--- src/rtl/gpio_irq_pkg.sv ---
// Shared definitions for the GPIO event-capture port.
// Assumes: register selection by a 2-bit word index.
package gpio_irq_pkg;
    typedef enum logic [1:0] {
        TRIG_RISE  = 2'd0,
        TRIG_FALL  = 2'd1,
        TRIG_BOTH  = 2'd2,
        TRIG_LEVEL = 2'd3
    } trig_mode_e;

    localparam int unsigned REG_AW = 2;
    localparam logic [REG_AW-1:0] REG_DATA = 2'd0;
    localparam logic [REG_AW-1:0] REG_DIR  = 2'd1;
    localparam logic [REG_AW-1:0] REG_MASK = 2'd2;
    localparam logic [REG_AW-1:0] REG_CAP  = 2'd3;
endpackage

--- src/rtl/gpio_pin_sync.sv ---
// Two-flop synchroniser followed by one history flop for each pin.
// Assumes: pin inputs are asynchronous; the synchroniser resets to 0,
// so the pins should be low when reset is released.
module gpio_pin_sync #(
    parameter int unsigned W = 32
) (
    input  logic         clk,
    input  logic         rst_n,
    input  logic [W-1:0] raw_i,
    output logic [W-1:0] lvl_o,
    output logic [W-1:0] prev_o
);
    logic [W-1:0] meta_q, lvl_q, prev_q;

    // Purpose: resynchronise the pins and keep last cycle's level.
    always_ff @(posedge clk) begin
        if (!rst_n) begin
            meta_q <= '0;
            lvl_q  <= '0;
            prev_q <= '0;
        end else begin
            meta_q <= raw_i;
            lvl_q  <= meta_q;
            prev_q <= lvl_q;
        end
    end

    assign lvl_o  = lvl_q;
    assign prev_o = prev_q;
endmodule

--- src/rtl/gpio_edge_detect.sv ---
// Turns the current and previous synchronised levels into one-cycle
// event pulses, following the trigger mode fixed when the block is built.
// Assumes: in level mode no events are produced.
module gpio_edge_detect
    import gpio_irq_pkg::*;
#(
    parameter int unsigned W    = 32,
    parameter trig_mode_e  TRIG = TRIG_BOTH
) (
    input  logic [W-1:0] lvl_i,
    input  logic [W-1:0] prev_i,
    output logic [W-1:0] evt_o
);
    generate
        if (TRIG == TRIG_RISE) begin : g_rise
            // Purpose: low-to-high transitions.
            always_comb evt_o = lvl_i & ~prev_i;
        end else if (TRIG == TRIG_FALL) begin : g_fall
            // Purpose: high-to-low transitions.
            always_comb evt_o = ~lvl_i & prev_i;
        end else if (TRIG == TRIG_BOTH) begin : g_both
            // Purpose: any transition.
            always_comb evt_o = lvl_i ^ prev_i;
        end else begin : g_level
            // Purpose: level mode needs no events.
            always_comb evt_o = '0;
        end
    endgenerate
endmodule

--- src/rtl/gpio_capture.sv ---
// Sticky event register, cleared by writing ones. On the same edge a
// new event wins over a clear of that bit.
// Assumes: clr_i is nonzero only in the cycle of a capture write.
module gpio_capture #(
    parameter int unsigned W = 32
) (
    input  logic         clk,
    input  logic         rst_n,
    input  logic [W-1:0] evt_i,
    input  logic [W-1:0] clr_i,
    output logic [W-1:0] cap_o
);
    logic [W-1:0] cap_q;

    // Purpose: clear the requested bits, then OR in the new events.
    always_ff @(posedge clk) begin
        if (!rst_n) cap_q <= '0;
        else        cap_q <= (cap_q & ~clr_i) | evt_i;
    end

    assign cap_o = cap_q;

    AST_EVT_SETS: assert property (@(posedge clk) disable iff (!rst_n)
        (evt_i != '0) |=> ((cap_q & $past(evt_i)) == $past(evt_i)));
    AST_W1C_CLEARS: assert property (@(posedge clk) disable iff (!rst_n)
        ((clr_i & ~evt_i) != '0) |=> ((cap_q & $past(clr_i & ~evt_i)) == '0));
    AST_CAP_HOLDS: assert property (@(posedge clk) disable iff (!rst_n)
        (clr_i == '0 && evt_i == '0) |=> $stable(cap_q));
endmodule

--- src/rtl/gpio_edge_irq.sv ---
// GPIO port with registers for output data, direction, interrupt enable
// and event capture, and one combined interrupt output.
// Assumes: NPINS <= DATA_W <= 32; addr is a word index; rdata is
// registered and is valid from the cycle after rd_en.
module gpio_edge_irq
    import gpio_irq_pkg::*;
#(
    parameter int unsigned NPINS  = 32,
    parameter int unsigned DATA_W = 32,
    parameter trig_mode_e  TRIG   = TRIG_BOTH
) (
    input  logic              clk,
    input  logic              rst_n,
    input  logic              rd_en,
    input  logic              wr_en,
    input  logic [1:0]        addr,
    input  logic [DATA_W-1:0] wdata,
    output logic [DATA_W-1:0] rdata,
    input  logic [NPINS-1:0]  pin_in,
    output logic [NPINS-1:0]  pin_out,
    output logic [NPINS-1:0]  pin_oe,
    output logic              irq
);
    localparam bit LEVEL_MODE = (TRIG == TRIG_LEVEL);

    logic [NPINS-1:0]  out_q, dir_q, mask_q;
    logic [NPINS-1:0]  lvl, prev, evt, clr, cap;
    logic [DATA_W-1:0] rd_word, rdata_q;
    logic [NPINS-1:0]  irq_src;

    gpio_pin_sync #(.W(NPINS)) u_sync (
        .clk    (clk),
        .rst_n  (rst_n),
        .raw_i  (pin_in),
        .lvl_o  (lvl),
        .prev_o (prev)
    );

    gpio_edge_detect #(.W(NPINS), .TRIG(TRIG)) u_detect (
        .lvl_i  (lvl),
        .prev_i (prev),
        .evt_o  (evt)
    );

    // Purpose: clear mask, nonzero only while the capture word is written.
    always_comb clr = (wr_en && addr == REG_CAP) ? wdata[NPINS-1:0] : '0;

    gpio_capture #(.W(NPINS)) u_cap (
        .clk   (clk),
        .rst_n (rst_n),
        .evt_i (evt),
        .clr_i (clr),
        .cap_o (cap)
    );

    // Purpose: writable control registers.
    always_ff @(posedge clk) begin
        if (!rst_n) begin
            out_q  <= '0;
            dir_q  <= '0;
            mask_q <= '0;
        end else if (wr_en) begin
            case (addr)
                REG_DATA: out_q  <= wdata[NPINS-1:0];
                REG_DIR:  dir_q  <= wdata[NPINS-1:0];
                REG_MASK: mask_q <= wdata[NPINS-1:0];
                default:  ;
            endcase
        end
    end

    // Purpose: select the addressed word, zero-extended above the pins.
    always_comb begin
        rd_word = '0;
        case (addr)
            REG_DATA: rd_word[NPINS-1:0] = lvl;
            REG_DIR:  rd_word[NPINS-1:0] = dir_q;
            REG_MASK: rd_word[NPINS-1:0] = mask_q;
            default:  rd_word[NPINS-1:0] = cap;
        endcase
    end

    // Purpose: register read data on each read strobe.
    always_ff @(posedge clk) begin
        if (!rst_n)     rdata_q <= '0;
        else if (rd_en) rdata_q <= rd_word;
    end

    generate
        if (LEVEL_MODE) begin : g_irq_level
            // Purpose: interrupt source is the enabled pin level.
            always_comb irq_src = lvl & mask_q;
            AST_LEVEL_NO_CAPTURE: assert property (@(posedge clk) disable iff (!rst_n)
                cap == '0);
        end else begin : g_irq_edge
            // Purpose: interrupt source is the enabled captured events.
            always_comb irq_src = cap & mask_q;
        end
        if (NPINS < DATA_W) begin : g_upper
            AST_UPPER_ZERO: assert property (@(posedge clk) disable iff (!rst_n)
                rdata[DATA_W-1:NPINS] == '0);
        end
    endgenerate

    assign irq     = |irq_src;
    assign rdata   = rdata_q;
    assign pin_out = out_q;
    assign pin_oe  = dir_q;

    AST_OE_FOLLOWS_WRITE: assert property (@(posedge clk) disable iff (!rst_n)
        (wr_en && addr == REG_DIR) |=> (pin_oe == $past(wdata[NPINS-1:0])));
    AST_READ_HOLDS: assert property (@(posedge clk) disable iff (!rst_n)
        !rd_en |=> $stable(rdata));
endmodule

--- config.mk ---
export PLATFORM = sky130hd
export DESIGN_NAME = gpio_edge_irq
export DESIGN_NICKNAME = d
export VERILOG_FILES = /design/src/rtl/gpio_irq_pkg.sv /design/src/rtl/gpio_pin_sync.sv /design/src/rtl/gpio_edge_detect.sv /design/src/rtl/gpio_capture.sv /design/src/rtl/gpio_edge_irq.sv
export SDC_FILE = /design/constraint.sdc
export NUM_CORES = 1
export LEC_CHECK = 0
export CAP_MARGIN = 25
export CORE_ASPECT_RATIO = 1.2
export CORE_MARGIN = 8
export CORE_UTILIZATION = 38
export DETAILED_ROUTE_END_ITERATION = 8
export PLACE_DENSITY = 0.72
export SYNTH_ARGS = -nofsm -noshare
export SYNTH_HDL_FRONTEND = slang
export SYNTH_HIERARCHICAL = 1
export SYNTH_SLANG_ARGS = --single-unit
--- constraint.sdc ---
create_clock -name clk -period 1.7 [get_ports clk]
set_clock_uncertainty 0.05 [all_clocks]
set_input_delay 0.34 -clock clk [delete_from_list [all_inputs] [get_ports clk]]
set_output_delay 0.34 -clock clk [all_outputs]
set_load 0.02 [all_outputs]
== Yosys cells after proc, flatten, opt, wreduce, memory -nomap -nowiden ==
Cells that the tools add are included.

* Reduce and logical (&&, ||, !) cells: 6
* Multiplexer cells: 2
* Equality and inequality tests: 3
* Bitwise gates (word level): 5

{| class="wikitable"
|+ Operators by type and width
! kind !! number
|-
| case mux 32 bit (3 select lines) || 1
|-
| bitwise AND 32 bit || 2
|-
| 2-to-1 mux 32 bit || 1
|-
| NOT 32 bit || 1
|-
| bitwise OR 32 bit || 1
|-
| OR reduction 32 bit || 1
|-
| XOR 32 bit || 1
|-
| AND reduction 2 bit || 3
|-
| equality test 2 bit, second input constant || 2
|-
| equality test 2 x 1 -> 1 bit, second input constant || 1
|-
| logical NOT 2 bit || 1
|-
| logical AND 1 bit || 1
|}

* Word-level logic and storage cells: 24
* Register bits after elaboration: 256
* Output and inout bits: 97
* Input bits: 70

== Longest topological paths before layout ==
* Depth in word-level cells: 6
* Depth in mapped cells: 7
* Gate-level depth less buffers: 4

== By module ==
The synthesis kept the hierarchy.

{| class="wikitable"
|+ Modules (own cells, without submodules)
! module !! cells each !! area an instance (um^2) !! times used
|-
| gpio_edge_irq || 658 || 5979.5 || 1
|-
| gpio_pin_sync || 202 || 2603.7 || 1
|-
| gpio_capture || 99 || 1114.8 || 1
|-
| gpio_edge_detect || 32 || 280.3 || 1
|}

== Least setup slack after synthesis ==
No wires, ideal clock.

* Path kind: reg-to-output
* From: register u_cap.cap_q[26] (netlist: u_cap/cap_o[26])
* To: output port irq
* Arrival: 1190 ps
* Buffers on the path: 0
* Cell stages (with the launch flop): 4
* Path slack: 120 ps
* Cell sequence: dfxtp_1 a22oi_1 nand4_1 or4_1

* Cells in the longest elaborated chain, start to end: 2

{| class="wikitable"
|+ Ends and longest elaborated chain
! item !! line !! RTL
|-
| from (decl) || gpio_capture.sv:13 || <nowiki>logic [W-1:0] cap_q;</nowiki>
|-
| from (signal assigned) || gpio_capture.sv:18 || <nowiki>else cap_q <= (cap_q & ~clr_i) | evt_i;</nowiki>
|-
| bitwise AND 32 bit || gpio_edge_irq.sv:97 || <nowiki>always_comb irq_src = cap & mask_q;</nowiki>
|-
| OR reduction 32 bit || gpio_edge_irq.sv:105 || <nowiki>assign irq = |irq_src;</nowiki>
|-
| to (decl) || gpio_edge_irq.sv:22 || <nowiki>output logic irq</nowiki>
|}

Every way passes these cells.

== Worst setup path in the final report ==
* From: register mask_q[25]
* To: output port irq

* Cells in the longest elaborated chain, start to end: 2

{| class="wikitable"
|+ Ends and longest elaborated chain
! item !! line !! RTL
|-
| from (decl) || gpio_edge_irq.sv:26 || <nowiki>logic [NPINS-1:0] out_q, dir_q, mask_q;</nowiki>
|-
| from (signal assigned) || gpio_edge_irq.sv:66 || <nowiki>REG_MASK: mask_q <= wdata[NPINS-1:0];</nowiki>
|-
| bitwise AND 32 bit || gpio_edge_irq.sv:97 ||
|-
| OR reduction 32 bit || gpio_edge_irq.sv:105 ||
|}

Every way passes these cells.

==> results.txt <==
Status: finished with violations
Failing checks: setup timing
Drt wl/cell: 18.0 um
Final setup fails: 1
Synth Area per Inst: 10.1 sq um
Final period util: 139%
Die height: 194 um
Post-route minimum period: 2.36 ns
Gr usage total: 17.2%
CTS max path bufs: 3
Final Hold Vio Count: 0
DP Worst Slack: -0.285 ns
Clk Latency, worst-skew pair: 0.52 ns
Number of core rows: 65
Initial drt markers: 567
Mapped Nets: 1,061
Crit path capture type: output pin
DR vias/cell: 4.92
Num CTS Buffers: 26
Commonest non-fill, non-tap cell in the layout: nand2_1
RSZ-0062 raised after global routing: true
Post-layout nets: 1,279
Sequential area share after synthesis: 51.4%
Min-delay worst type: input port to register
Clk pwr share: 41.5%
Routability Congestion: 0.852
Synthesized instance count: 991
Nature of the critical path startpoint: register
Initial antenna violation count: 1
Largest net degree at the start of global routing: 91
Synth Register Bits: 256
Mapped cell area: 9980 sq um
DR vias: 7,674
Area share of the largest cell type after synthesis: 51.4%
Pleak: 0.00577 uW
Die width: 164 um
# clock sinks: 256
Comb power frac: 9.9%
PnR worst setup slack: -0.656 ns
H-tree depth: 1
Synth warn: 6
Clock-pin slew on the worst setup and hold paths: 0.06 ns
Core area: 26,000 sq um
Share of cells above drive strength 1: 14.1%
Fin Hold WS: 0.227 ns
IO Pins: 167
Routed WL: 28.0 mm
Clock root buffer: clkbuf_16
Crit path kind: register to output pin
Slew at the pin closest to its max-slew limit: 0.432 ns
Global route overflow: 0
Pwr per Cell Area: 1000 nW/um^2
First-pass DRT Iterations: 5
Port Buffers: 166
Setup TNS: -0.656 ns
Critical path required time: 1.31 ns
CP Max Fanout: 2
Die area: 31,700 sq um
Area leader, netlist: dfxtp_1
Initial Utilization: 38.3%
Slew Viols, Final: 0
Vias in the first global route: 7,462
Max-cap check violation count: 0
Post-DRT Antenna Nets: 0
Sequential share of power: 48.6%
P&R area growth vs syn: 31.9%
Fmax: 0.425 GHz
Synth area leaders: dfxtp_1 51%, nand2_1 9.6%, and2_1 8.1%
CTS tree: built
Slew headroom: 71.2%
Switching Power: 3060 uW
Global-route wire length before repair: 43.1 mm
Worst VDD drop: 0.481 mV
Pint: 10,100 uW
Crit path DAT: 1.97 ns
Half-perimeter wire length after placement: 20.5 mm
Post-synth cell types: 25
# DRC: 0
Most frequent cells in the layout: 256 x nand2_1, 253 x dfxtp_1, 129 x and2_1
Switch share: 23.2%
cells in the mapped netlist:
cell      number
dfxtp_1      256
nand2_1      256
and2_1       129
a21boi_1      79
nand3b_1      33
nor2b_1       32
o21a_1        32
xor2_1        32
mux4_2        29
buf_2         25
a21boi_0      17
a22oi_1       16
clkbuf_1      16
buf_6         14
buf_4          5
nand4_1        4
buf_12         3
clkbuf_2       3
mux4_1         3
and3b_1        2
and3_1         1
nand3b_2       1
nor3b_2        1
or3b_1         1
or4_1          1
kinds of logic after synthesis:
logic type	count (synthesis)	share of synthesized area [%]
XOR/XNOR	32	2.81
buffers and inverters	66	4.56
flip-flops	256	51.4
AO/OA/AOI/OAI	144	10.8
AND/OR/NAND/NOR	461	23.1
multiplexers	32	7.34
through the flow:
step           total power, uW  util, %  cells  area [sq um]
2_1_floorplan             7200        -    991          9980
3_3_place_gp              7880     47.7   1515         12400
3_5_place_dp              7890     47.7   1515         12400
4_1_cts                  13300     50.5   1559         13100
5_1_grt                  13700     50.6   1560         13200
6_report                 13200     50.6   1561         13200
final cells by class:
type | instances | area (sq um)
Timing Repair Buffer | 256 | 2370
Clock inverter | 9 | 75.1
Antenna cell | 2 | 5.00
Fill cell | 2338 | 12900
Sequential cell | 256 | 5130
Multi-Input combinational cell | 669 | 4420
Tap cell | 335 | 419
Clock buffer | 34 | 742
final timing paths:
kind	from	endpoint	slack (ns)	depth (start not counted)
worst max register to register	u_cap/cap_o[27]$_SDFF_PN0_	rdata[27]$_SDFFE_PN0P_	0.42	4
worst min register to register	u_sync/meta_q[11]$_SDFF_PN0_	u_sync/lvl_o[11]$_SDFF_PN0_	0.38	1
worst min-delay path	rst_n	u_cap/cap_o[24]$_SDFF_PN0_	0.23	3
worst max-delay path	mask_q[25]$_SDFFE_PN0P_	irq	-0.66	5
power by group through the flow:
stage               logic (uW)  clock network, uW  registers (uW)
global route              1410               5810            6440
floorplan                  630                  0            6570
CTS                       1320               5580            6410
global placement          1340                  0            6540
detailed placement        1350                  0            6540
finish                    1310               5470            6410
registers in the layout, indices dropped and copies added (netlist names):
signal / flops
mask_q: 32
u_sync/prev_o: 32
u_cap/cap_o: 32
u_sync/lvl_o: 32
u_sync/meta_q: 32
pin_out: 32
rdata: 32
pin_oe: 32
what timing repair did:
action / CTS / global route
buffers inserted: 1 / 0
pin swaps: 2 / 2
endpoints found under the setup margin: 97 / 10
endpoints found under the hold margin: 0 / 0
resized for setup: 106 / 13
hold buffers: 0 / 0
metal layers:
metal | part of all wire [%] | track usage [%] | up-vias
met2 | 48 | 28.1 | 262
met1 | 41 | 21.9 | 3651
met4 | 3.2 | 6.27 | 0
met5 | 0 | 0 | -
li1 | - | - | 3710
met3 | 7.6 | 3.55 | 51
critical path, stage by stage (launching register included):
cell	delay, ns
dfxtp_2	0.33
a22oi_2	0.19
buf_4	0.15
nand4_1	0.10
or4_4	0.53
buf_6	0.15
(Power assumes the default switching activity.)
